<file path="src/rtl/tri_addr_wr3_target.sv">
module tri_addr_wr3_target #(
  parameter logic [6:0] BCAST_ADDR = 7'h73,
  parameter int NBYTES = 3
) (
  input  logic                  clk,
  input  logic                  rst_n,
  input  logic                  scl_i,
  input  logic                  sda_i,
  input  logic [1:0]            sel0_i,
  input  logic [1:0]            sel1_i,
  output logic                  sda_pull_o,
  output logic                  word_valid_o,
  output logic [8*NBYTES-1:0]   word_o
);
  localparam int WW = 8 * NBYTES;
  localparam int NBW = $clog2(NBYTES + 1);
  localparam logic [NBW-1:0] NB_L = NBW'(NBYTES);

  typedef enum logic [1:0] {S_IDLE, S_ADDR, S_DATA, S_SKIP} st_t;

  st_t            st;
  logic           scl_q, sda_q;
  logic [3:0]     bcnt;
  logic [NBW-1:0] nbyte;
  logic [7:0]     sh;
  logic [WW-1:0]  acc;

  function automatic logic [3:0] tri_val(input logic [1:0] c);
    return c[1] ? 4'd2 : (c[0] ? 4'd1 : 4'd0);
  endfunction

  logic [3:0] idx;
  logic [1:0] hi_bits;
  logic [6:0] my_addr;
  assign idx     = tri_val(sel1_i) * 4'd3 + tri_val(sel0_i);
  assign hi_bits = idx[3:2] + 2'd1;
  assign my_addr = {1'b0, hi_bits, 2'b00, idx[1:0]};

  wire start_c  = scl_q & scl_i & sda_q & ~sda_i;
  wire stop_c   = scl_q & scl_i & ~sda_q & sda_i;
  wire rise     = ~scl_q & scl_i;
  wire fall     = scl_q & ~scl_i;
  wire addr_hit = ~sh[0] & ((sh[7:1] == my_addr) | (sh[7:1] == BCAST_ADDR));
  wire room     = nbyte < NB_L;

  always_ff @(posedge clk or negedge rst_n) begin
    if (!rst_n) begin
      st <= S_IDLE;
      scl_q <= 1'b1;
      sda_q <= 1'b1;
      bcnt <= '0;
      nbyte <= '0;
      sh <= '0;
      acc <= '0;
      sda_pull_o <= 1'b0;
      word_valid_o <= 1'b0;
      word_o <= '0;
    end else begin
      scl_q <= scl_i;
      sda_q <= sda_i;
      word_valid_o <= 1'b0;
      if (start_c) begin
        st <= S_ADDR;
        bcnt <= '0;
        nbyte <= '0;
        sda_pull_o <= 1'b0;
      end else if (stop_c) begin
        st <= S_IDLE;
        bcnt <= '0;
        sda_pull_o <= 1'b0;
      end else if (st != S_IDLE) begin
        if (rise) begin
          if (bcnt < 4'd8) begin
            sh <= {sh[6:0], sda_i};
            bcnt <= bcnt + 4'd1;
          end else begin
            bcnt <= 4'd9;
          end
        end else if (fall) begin
          if (bcnt == 4'd8) begin
            if (st == S_ADDR) begin
              sda_pull_o <= addr_hit;
            end else if (st == S_DATA && room) begin
              sda_pull_o <= 1'b1;
              acc <= {acc[WW-9:0], sh};
            end
          end else if (bcnt == 4'd9) begin
            sda_pull_o <= 1'b0;
            bcnt <= '0;
            if (st == S_ADDR) begin
              st <= addr_hit ? S_DATA : S_SKIP;
            end else if (st == S_DATA && room) begin
              nbyte <= nbyte + 1'b1;
              if (nbyte == NB_L - 1'b1) begin
                word_valid_o <= 1'b1;
                word_o <= acc;
              end
            end
          end
        end
      end
    end
  end

  a_r4_pull_rises_scl_low: assert property (@(posedge clk) disable iff (!rst_n)
    $rose(sda_pull_o) |-> !scl_q);

  a_r7_strobe_one_cycle: assert property (@(posedge clk) disable iff (!rst_n)
    word_valid_o |=> !word_valid_o);

  a_r8_strobe_at_last_byte: assert property (@(posedge clk) disable iff (!rst_n)
    word_valid_o |-> (st == S_DATA && nbyte == NB_L));

  a_r5_no_pull_when_skipping: assert property (@(posedge clk) disable iff (!rst_n)
    (st == S_SKIP || st == S_IDLE) |-> !sda_pull_o);

  a_r9_stop_clears_pull: assert property (@(posedge clk) disable iff (!rst_n)
    stop_c |=> !sda_pull_o && !word_valid_o);
endmodule

</file>
<file path="config.mk">
export PLATFORM = sky130hd
export DESIGN_NAME = tri_addr_wr3_target
export DESIGN_NICKNAME = d
export VERILOG_FILES = /design/src/rtl/tri_addr_wr3_target.sv
export SDC_FILE = /design/constraint.sdc
export NUM_CORES = 1
export LEC_CHECK = 0
export ABC_AREA = 1
export BUFFER_PORTS_ARGS = -buffer_cell sky130_fd_sc_hd__buf_2
export CAP_MARGIN = 40
export CORE_MARGIN = 4
export CORE_UTILIZATION = 31
export DETAILED_ROUTE_END_ITERATION = 12
export HOLD_SLACK_MARGIN = 0.05
export PLACE_DENSITY_LB_ADDON = 0.15
export SLEW_MARGIN = 30
export SYNTH_ARGS = -nofsm -noshare
export SYNTH_HDL_FRONTEND = slang
export SYNTH_SLANG_ARGS = --single-unit
</file>
<file path="constraint.sdc">
create_clock -name clk -period 2.1 [get_ports clk]
set_input_delay 0.315 -clock clk [delete_from_list [all_inputs] [get_ports clk]]
set_output_delay 0.315 -clock clk [all_outputs]
set_load 0.1 [all_outputs]
</file>
==> summary.txt <==
Clock network
  • Number of clock sinks: 68
  • Max Root-Sink Buffers: 2
  • Maximum level of the CTS H-tree: 3
  • TritonCTS buffer count: 9
  • Master cell of the clock root buffer: clkbuf_8
  • Setup Fix Bufs, Post-CTS: 0
  • Worst-Skew Late Latency: 0.34 ns
  • Clock slew seen by the registers of the worst setup and hold paths: 0.07 ns
  • CTS tree: done

Timing
  • Period Utilization, post-route: 93.6%
  • Slew HR: 63.9%
  • Max Slew Vio Count: 0
  • Final hold violations: 0
  • TNS Setup: 0 ns
  • Final setup skew: 0.00685 ns
  • Final setup fails: 0
  • Tightest Pin Transition: 0.541 ns
  • Unrepaired setup endpoints after global routing: false
  • Fmax: 509 MHz
  • Final min period: 1.96 ns

Global routing
  • Met1 usage in global routing: 14.5%
  • Grt ovf: 0
  • Antenna violations before repair: 0
  • Largest net degree at the start of global routing: 30
  • Top Usage Layer GRT: met2
  • Global-route wire length before repair: 10,200 um
  • Via count of the first global-routing pass: 2,125
  • Overall fraction of global-route tracks in use: 10.9%
  • Met3 usage: 3.26%
  • Met2 global-route usage: 17.0%

Final layout
  • Leading cell type in the layout, fill and taps excluded: nand2_1
  • Net count reported at finish: 381
  • Number of inserted diodes: 0
  • Area grow syn2layout: 19.6%
  • Share of final-layout standard cells stronger than drive strength 1: 27.5%
  • Utilization after layout: 38.5%
  • Top library cells by usage in the layout, fill and taps aside: 74 x nand2_1, 66 x dfrtp_1, 33 x buf_2

Detailed routing
  • Average vias per placed instance: 4.37
  • Detailed-route via count: 2,185
  • Routed wirelength normalized by instance count: 11.9 um
  • DRT iter0 DRCs: 92
  • Drt total wl: 5960 um
  • Count of TritonRoute iterations in the first routing pass: 4
  • DRC violation count after routing: 0
  • Final ANT Viol Nets: 0

Critical path
  • Capture instance of the worst register-to-register path: word_o[16]$_DFFE_PN0P_
  • FF-to-FF Start: scl_q$_DFF_PN1_
  • Setup crit start kind: flop
  • Required time of the critical path: 2.32 ns
  • Worst-case reg-to-reg path depth: 8
  • CP Max Fanout: 24
  • Type of the worst setup path: reg2reg
  • Category of the worst setup path capture point: flop
  • FF-to-FF setup slack: 0.14 ns
  • Arrival time at the worst endpoint: 2.18 ns

Pwr
  • Switching power: 0.990 mW
  • Worst IR drop on VDD: 0.315 mV
  • Fraction of power consumed by sequential logic: 46.0%
  • Power per standard cell area: 898 nW/um^2
  • Static Leak: 2.06 nW
  • Internal Pwr Total: 2.42 mW
  • Switching power share of the total: 29.0%
  • Clk pwr share: 37.9%
  • Part of the power in combinational logic: 16.1%

Place
  • Dpl hpwl: 4310 um
  • Placer's final routability congestion estimate: 0.796
  • Quantity of I/O buffers inserted on ports: 33

Worst hold path
  • Hold WC Path Type: in2reg
  • Number of instances on the worst hold path: 1
  • Startpoint of the tightest hold check path: sda_i
  • Hold worst-path end: sda_q$_DFF_PN1_

Floorplan
  • Area of the die: 11,900 um^2
  • Rows: 36
  • Width of the chip: 109 um
  • Floorplan core area: 9860 um^2
  • Top-level port count: 34
  • Effective utilization at floorplan: 32.2%
  • Die Y-Extent: 109 um

Logic synthesis
  • Gate Count Post-Synth: 318
  • Netlist Area Pre-Place: 3180 um^2
  • Warnings, synthesis: 0
  • Portion of the post-synthesis area used by sequential elements: 53.7%
  • Syn Area/Cell: 9.99 um^2
  • #FFs+latches synth: 68
  • Syn nets: 337
  • Count of distinct cell types in the synthesized netlist: 30

Run status
  • Outcome: completed

Flow run
  • Reported max-cap violation count: 0
-- synthesized netlist by cell type --
cell type,n,area share [%]
o21ai_0,15,2.4
o21ai_2,1,0.28
nor3_1,4,0.63
mux2_2,4,1.4
dfrtp_1,66,52
or2_2,1,0.20
o21ai_1,13,2.0
nor3_4,1,0.51
nand4_1,2,0.39
inv_1,29,3.4
nand3_2,2,0.63
buf_2,3,0.47
ha_1,11,4.3
buf_4,2,0.47
nand3b_1,1,0.24
inv_2,9,1.1
xnor2_1,1,0.28
nor3_2,1,0.32
nor2_4,1,0.35
buf_6,3,1.1
nor2_1,19,2.2
nor4_1,2,0.39
a21oi_1,10,1.6
nand3_1,18,2.8
nor2_2,1,0.20
nand2_1,74,8.7
mux2_4,20,9.5
dfstp_2,2,1.7
clkbuf_1,1,0.12
a21oi_2,1,0.28
-- cell type report --
class                      count  area [um^2]
tap                          133          166
clock buffer                  10          128
sequential                    68         1700
multi-input combinational    203         1270
inverter                      38          143
fill                         985         6070
timing repair buffer          42          273
clock inverter                 6          113
-- logic make-up after synthesis --
family          after synthesis  synth area share, %
buf+inv                      47                 6.62
xor+xnor                      1                0.276
simple gates                127                 17.7
compound gates               40                 6.54
mux                          24                 10.9
fa+ha+maj                    11                 4.33
flops                        68                 53.7
-- per-stage QoR --
step / worst slack (ns) / hold WS, ns / instance area [um^2] / power (mW) / instances
floorplan: 0.171 / 0.0194 / 3180 / 1.97 / 318
global placement: 0.147 / 0.339 / 3540 / 2.14 / 483
detailed placement: 0.123 / 0.342 / 3540 / 2.15 / 483
CTS: 0.108 / 0.0784 / 3790 / 3.46 / 500
global route: 0.0174 / 0.0692 / 3800 / 3.62 / 500
finish: 0.135 / 0.0944 / 3800 / 3.41 / 500
-- registers in the layout, summed over array words and instances (netlist names) --
signal,flops
st,2
scl_q,1
sda_q,1
sda_pull_o,1
word_valid_o,1
acc,24
sh,8
nbyte,2
bcnt,4
word_o,24
-- per-layer routing --
metal	share of wire (%)	vias to the layer above
met5	0	-
met4	1.3	0
met3	4.0	7
met2	47	32
met1	48	1028
li1	-	1118
-- worst max-delay path, stage by stage, from the launching register on --
cell and delay (ns):
dfstp_2 0.55, inv_1 0.04, ha_1 0.22, nor2_2 0.15
inv_2 0.05, nor3_1 0.21, nand3_2 0.12, buf_12 0.19
mux2_4 0.31
-- how the worst max path moves through the flow --
stage                                from                     end  slack (ns)  cells after the start
after detailed placement  scl_q$_DFF_PN1_  word_o[16]$_DFFE_PN0P_        0.12                      8
after global placement    scl_q$_DFF_PN1_   word_o[2]$_DFFE_PN0P_        0.15                      8
after CTS                 scl_q$_DFF_PN1_  word_o[16]$_DFFE_PN0P_        0.11                      8
final                     scl_q$_DFF_PN1_  word_o[16]$_DFFE_PN0P_        0.14                      8
after floorplan           scl_q$_DFF_PN1_   word_o[0]$_DFFE_PN0P_        0.17                      8
after global routing      scl_q$_DFF_PN1_     acc[12]$_DFFE_PN0P_        0.02                     10
-- power by group through the flow --
stage | clock network, mW | logic, mW | registers, mW
2_1_floorplan | 0 | 0.355 | 1.62
6_report | 1.29 | 0.550 | 1.57
5_1_grt | 1.40 | 0.640 | 1.59
4_1_cts | 1.34 | 0.560 | 1.56
3_5_place_dp | 0 | 0.557 | 1.59
3_3_place_gp | 0 | 0.555 | 1.59
-- what timing repair did --
action / in CTS / in global routing
hold endpoints to repair: 17 / 0
endpoints found under the setup margin: 0 / 12
hold buffers: 1 / 0
gates resized for setup: 0 / 2
Note: power is estimated with default switching activity, not from simulation.
